$ cat config.mk
export PLATFORM = sky130hd
export DESIGN_NAME = rtt_top
export DESIGN_NICKNAME = d
export VERILOG_FILES = /design/src/rtl/rtt_pkg.sv /design/src/rtl/rtt_src_gate.sv /design/src/rtl/rtt_count.sv /design/src/rtl/rtt_flag.sv /design/src/rtl/rtt_top.sv
export SDC_FILE = /design/constraint.sdc
export NUM_CORES = 1
export LEC_CHECK = 0
export ABC_AREA = 1
export ABC_CLOCK_PERIOD_IN_PS = 2600
export BUFFER_PORTS_ARGS = -buffer_cell sky130_fd_sc_hd__buf_2
export CAP_MARGIN = 10
export CORE_UTILIZATION = 25
export CTS_BUF_LIST = sky130_fd_sc_hd__clkbuf_2
export DETAILED_ROUTE_END_ITERATION = 10
export PLACE_DENSITY = 0.47
export SETUP_SLACK_MARGIN = 0.15
export SYNTH_ARGS = -nofsm -noshare
export SYNTH_HDL_FRONTEND = slang
export SYNTH_SLANG_ARGS = --single-unit
$ cat constraint.sdc
create_clock -name clk -period 2.6 [get_ports clk]
set_input_delay 0.52 -clock clk [delete_from_list [all_inputs] [get_ports clk]]
set_output_delay 0.52 -clock clk [all_outputs]
set_load 0.05 [all_outputs]
$ cat src/rtl/rtt_pkg.sv
package rtt_pkg;
  localparam int RATE_W  = 8;
  localparam int PF_W    = 4;
  localparam int MF_W    = 4;
  localparam int CTL_W   = 2;
  localparam int CTL_IEN = 0;
  localparam int CTL_SRC = 1;

  typedef struct packed {
    logic src_osc;
    logic irq_en;
  } rtt_ctl_t;
endpackage

$ cat src/rtl/rtt_src_gate.sv
module rtt_src_gate (
  input  logic ref_tick,
  input  logic osc_tick,
  input  logic src_osc,
  input  logic stop_mode,
  input  logic pseudo_stop,
  input  logic osc_keep,
  output logic run
);
  logic tick_sel;
  logic stop_ok;

  always_comb begin
    tick_sel = src_osc ? osc_tick : ref_tick;
    stop_ok  = pseudo_stop & osc_keep & src_osc;
    run      = tick_sel & (~stop_mode | stop_ok);
  end
endmodule

$ cat src/rtl/rtt_count.sv
module rtt_count #(
  parameter int PRE_BASE = 10,
  parameter int PF_W     = 4,
  parameter int MF_W     = 4
) (
  input  logic            clk,
  input  logic            rst,
  input  logic            run,
  input  logic            restart,
  input  logic [PF_W-1:0] presc_sel,
  input  logic [MF_W-1:0] mod_sel,
  output logic            timeout
);
  localparam int PW = PRE_BASE + (2**PF_W) - 1;
  localparam int EW = $clog2(PW + 1) + 1;

  logic [PW-1:0]   pcnt;
  logic [MF_W-1:0] mcnt;
  logic [PW-1:0]   presc_last;
  logic [EW-1:0]   expo;
  logic            enabled;
  logic            p_end;
  logic            m_end;

  always_comb begin
    expo       = EW'(PRE_BASE) + EW'(presc_sel);
    presc_last = ({{(PW-1){1'b0}}, 1'b1} << expo) - {{(PW-1){1'b0}}, 1'b1};
    enabled    = (presc_sel != '0);
    p_end      = (pcnt == presc_last);
    m_end      = (mcnt == mod_sel);
    timeout    = run & enabled & ~restart & p_end & m_end;
  end

  always_ff @(posedge clk) begin
    if (rst || restart || !enabled) begin
      pcnt <= '0;
      mcnt <= '0;
    end else if (run) begin
      if (p_end) begin
        pcnt <= '0;
        mcnt <= m_end ? '0 : mcnt + 1'b1;
      end else begin
        pcnt <= pcnt + 1'b1;
      end
    end
  end

  // a restart leaves the count at zero
  p_restart_zero_r5: assert property (@(posedge clk) disable iff (rst)
    restart |=> (pcnt == '0 && mcnt == '0));

  // after a timeout the next period starts from zero
  p_wrap_zero_r4: assert property (@(posedge clk) disable iff (rst)
    timeout |=> (pcnt == '0 && mcnt == '0));

  // modulus count stays within its limit
  p_mod_bound_r2: assert property (@(posedge clk) disable iff (rst)
    mcnt <= mod_sel);

  // no selected tick, no movement
  p_halt_hold_r8: assert property (@(posedge clk) disable iff (rst)
    (!run && !restart) |=> ($stable(pcnt) && $stable(mcnt)));
endmodule

$ cat src/rtl/rtt_flag.sv
module rtt_flag (
  input  logic clk,
  input  logic rst,
  input  logic timeout,
  input  logic clr,
  input  logic irq_en,
  output logic flag,
  output logic irq
);
  logic flag_q;

  always_ff @(posedge clk) begin
    if (rst) flag_q <= 1'b0;
    else     flag_q <= timeout | (flag_q & ~clr);
  end

  assign flag = flag_q;
  assign irq  = flag_q & irq_en;

  // a timeout always leaves the flag set
  p_set_wins_r10: assert property (@(posedge clk) disable iff (rst)
    timeout |=> flag_q);

  // a clear with no timeout empties the flag
  p_clear_r9: assert property (@(posedge clk) disable iff (rst)
    (clr && !timeout) |=> !flag_q);

  // without a clear the flag holds
  p_hold_r9: assert property (@(posedge clk) disable iff (rst)
    (flag_q && !clr) |=> flag_q);
endmodule

$ cat src/rtl/rtt_top.sv
module rtt_top #(
  parameter int PRE_BASE = 10
) (
  input  logic       clk,
  input  logic       rst,
  input  logic       ref_tick,
  input  logic       osc_tick,
  input  logic       stop_mode,
  input  logic       pseudo_stop,
  input  logic       osc_keep,
  input  logic       rate_we,
  input  logic [7:0] rate_wdata,
  input  logic       ctl_we,
  input  logic [1:0] ctl_wdata,
  input  logic       clr_we,
  input  logic       clr_wdata,
  output logic       flag,
  output logic       irq
);
  import rtt_pkg::*;

  logic [RATE_W-1:0] rate_q;
  rtt_ctl_t          ctl_q;
  logic              src_change;
  logic              restart;
  logic              run;
  logic              timeout;
  logic              clr;

  always_comb begin
    src_change = ctl_we && (ctl_wdata[CTL_SRC] != ctl_q.src_osc);
    restart    = rate_we | src_change;
    clr        = clr_we & clr_wdata;
  end

  always_ff @(posedge clk) begin
    if (rst) begin
      rate_q <= '0;
      ctl_q  <= '0;
    end else begin
      if (rate_we) rate_q <= rate_wdata;
      if (ctl_we) begin
        ctl_q.src_osc <= ctl_wdata[CTL_SRC];
        ctl_q.irq_en  <= ctl_wdata[CTL_IEN];
      end
    end
  end

  rtt_src_gate u_gate (
    .ref_tick    (ref_tick),
    .osc_tick    (osc_tick),
    .src_osc     (ctl_q.src_osc),
    .stop_mode   (stop_mode),
    .pseudo_stop (pseudo_stop),
    .osc_keep    (osc_keep),
    .run         (run)
  );

  rtt_count #(
    .PRE_BASE (PRE_BASE),
    .PF_W     (PF_W),
    .MF_W     (MF_W)
  ) u_count (
    .clk       (clk),
    .rst       (rst),
    .run       (run),
    .restart   (restart),
    .presc_sel (rate_q[RATE_W-1:MF_W]),
    .mod_sel   (rate_q[MF_W-1:0]),
    .timeout   (timeout)
  );

  rtt_flag u_flag (
    .clk     (clk),
    .rst     (rst),
    .timeout (timeout),
    .clr     (clr),
    .irq_en  (ctl_q.irq_en),
    .flag    (flag),
    .irq     (irq)
  );

  // no request without the enable bit
  p_irq_needs_en_r11: assert property (@(posedge clk) disable iff (rst)
    irq |-> ctl_q.irq_en);

  // a zero prescale field never yields a flag rise
  p_disabled_r3: assert property (@(posedge clk) disable iff (rst)
    (rate_q[RATE_W-1:MF_W] == '0 && !flag && !rate_we) |=> !flag);
endmodule

==> results.cfg <==
[die]
coreArea_sq_um = 13300
start_util = 0.258
dieArea_sq_um = 14200
pin_count = 23
rows = 42
dieWidth_microns = 119
dieHeight_microns = 119

[sta]
setup_slack_ns = -0.164
finalSetupViolCount = 29
drv_slew = 0
rsz0062_at_grt = true
timing.final.crit_share = 1.06
tns_ns = -2.97
skew_ns = 0.0300
max_slew.worst_pin.slew_ns = 0.611
final_hold_viol_count = 0
slew_headroom = 0.589
period_needed_ns = 2.76
fmax_mhz = 362

[logic_synthesis]
ys_warn_count = 0
synthesis.nets = 593
syn_inst = 568
syn_area_sq_um = 3430
synth_edf_count = 0
yosysUniqueCellTypes = 39
yosysSeqAreaShare = 0.234
syn_avg_cell_area_sq_um = 6.04
synthFlopType = dfxtp_1
synth-seq-cells = 40
synth_async_sr_flop_share = 0

[critical_path]
endpoint = u_count.pcnt[21]
cp-start-kind = flop
required_ns = 2.96
cp.arrival_ns = 3.13
endpoint_kind = flop
reg2regPathDepth = 17
r2r_slack_ns = -0.16
crit_type = reg2reg
cp_max_fo = 5
r2r_start = rate_q[6]
critical_path.startpoint = rate_q[6]
reg2reg_to = u_count.pcnt[21]

[cells_and_area]
fin_area_sq_um = 4890
num-nets-final = 708
syn2layout_area_growth_pct = 42.7
drive_gt1_frac = 0.310
mostFrequentLayoutCell = nand2_1
seq_area_sq_um = 807
multi_input_area_sq_um = 2520
fillerInstances = 1431
final_cell_mix = 127 x nand2_1, 89 x buf_4, 73 x inv_1, 73 x nor2_1, 58 x nand3_1
finalNonFillerCells = 861

[hold_path]
hold_depth = 3
hp-class = in2reg

[grt]
grt_use_total = 0.168
gr-total-overflow = 0
antenna_found_initial = 1
grt_pass1_wl_microns = 18900
grt_max_degree = 13
grt_pass1_vias = 3825

[place]
dpl_cell_area_sq_um = 4340
dp_slack_ns = -0.264
portBuffers = 22
dp_hpwl_microns = 9160
post-place-cells = 831
gp_congestion = 0.887

[clocking]
clock_latency_ns = 0.43
clockBufferDepth = 2
htree_levels = 2
clock_sinks = 40
cts_made_buffers = 5
clockRootBuffer = clkbuf_2
cts_tree = done
cts.clk_slew.worst_paths_ns = 0.22

[detailed_routing]
wl_microns = 11600
via_per_inst = 4.72
drc = 0
num_vias = 4064
ant_nets = 0
drt_pass1_iterations = 4
drtIter0Drc = 316
wl_per_cell_microns = 13.5

[run_status]
violations = setup timing
outcome = complete, but fails checks

[power]
powerDensity_nw_per_um2 = 334
vdd_drop_max_uv = 128
p_leak_uw = 0.00236
p_total_uw = 1630

[run]
max_cap_viol_count = 0
timing repair:
item / in CTS / in global routing
cloned: 3 / 0
setup endpoints to repair: 30 / 30
pin swaps: 31 / 23
gates resized for setup: 39 / 27
hold buffers: 0 / 0
buffers inserted: 15 / 3
metal layers:
metal | up-vias | share of wire | wire length (microns) | track usage
met2 | 87 | 0.46 | 5350 | 0.275
met3 | 27 | 0.039 | 458 | 0.0273
met4 | 0 | 0.034 | 390 | 0.0775
met5 | - | 0 | 0 | 0
met1 | 1899 | 0.47 | 5440 | 0.216
li1 | 2051 | - | - | -
cells by family after synthesis:
| logic type | Yosys count | share of synthesized area |
|---|---|---|
| buf+inv | 101 | 0.130 |
| compound gates | 37 | 0.0646 |
| simple gates | 352 | 0.467 |
| flops | 40 | 0.234 |
| fa+ha+maj | 4 | 0.0146 |
| xor+xnor | 34 | 0.0909 |
synth_stat cells, types with 2 or more instances:
cell      number  share of area
nor2_1        81          0.089
clkbuf_1       5         0.0055
nand4_1       25          0.046
nand2_1      143           0.16
xnor2_1        8          0.020
nand3_1       69           0.10
ha_1           4          0.015
dfxtp_1       40           0.23
o21ai_0       14          0.020
o22ai_1        2         0.0036
buf_2          2         0.0029
nor3_1         7          0.010
buf_4          2         0.0044
buf_6          7          0.023
nor4_1         6          0.011
inv_1         75          0.082
xor2_1        25          0.064
a21oi_1       14          0.020
nand3_2        7          0.020
or2_2          2         0.0036
nor2_2         5         0.0091
inv_2          8         0.0088
worst min path at each step:
stage / start / to / slack, ns
after floorplan: ctl_q[0] / ctl_q[0] / 0.47
final: rate_wdata[1] / rate_q[1] / 0.32
after global routing: rate_wdata[1] / rate_q[1] / 0.29
after CTS: rate_wdata[1] / rate_q[1] / 0.30
after detailed placement: u_flag.flag / u_flag.flag / 0.48
after global placement: u_flag.flag / u_flag.flag / 0.48
state kept, by name, summed over array words and instances, names as in the netlist:
name,count
ctl_q,2
rate_q,8
u_count.mcnt,4
u_count.pcnt,25
u_flag.flag,1
power by group:
part | total, uW | internal, uW | leakage [uW] | switching [uW]
sequential | 637 | 626 | 0.000326 | 11.0
clock | 379 | 165 | 0.0000430 | 214
combinational | 619 | 278 | 0.00199 | 341
total | 1630 | 1070 | 0.00236 | 565
cell type report:
class                   instances  share of cell area
multi-input cells             429               0.515
clock inverters                 2             0.00716
inverters                      85              0.0668
diodes                          1            0.000512
flip-flops and latches         40               0.165
well taps                     176              0.0450
clock buffers                   6             0.00614
repair buffers                122               0.195
worst max-delay path: stages, from the launching register on:
cell     delay [ns]
dfxtp_4        0.39
ha_4           0.27
buf_6          0.12
nor2_4         0.13
nand3_4        0.10
ha_4           0.30
xor2_4         0.16
nand3_2        0.09
nor3b_2        0.16
nand4_1        0.13
nor2_2         0.14
nand3_2        0.10
nor2_4         0.15
buf_4          0.13
buf_4          0.11
nand3_4        0.10
nand4_1        0.10
inv_1          0.04
stage by stage:
stage | hold WS, ns | utilization
2_1_floorplan | 0.474 | -
3_3_place_gp | 0.480 | 0.326
3_5_place_dp | 0.479 | 0.326
4_1_cts | 0.304 | 0.358
5_1_grt | 0.286 | 0.368
6_report | 0.324 | 0.368
Note: power is estimated with default switching activity, not from simulation.
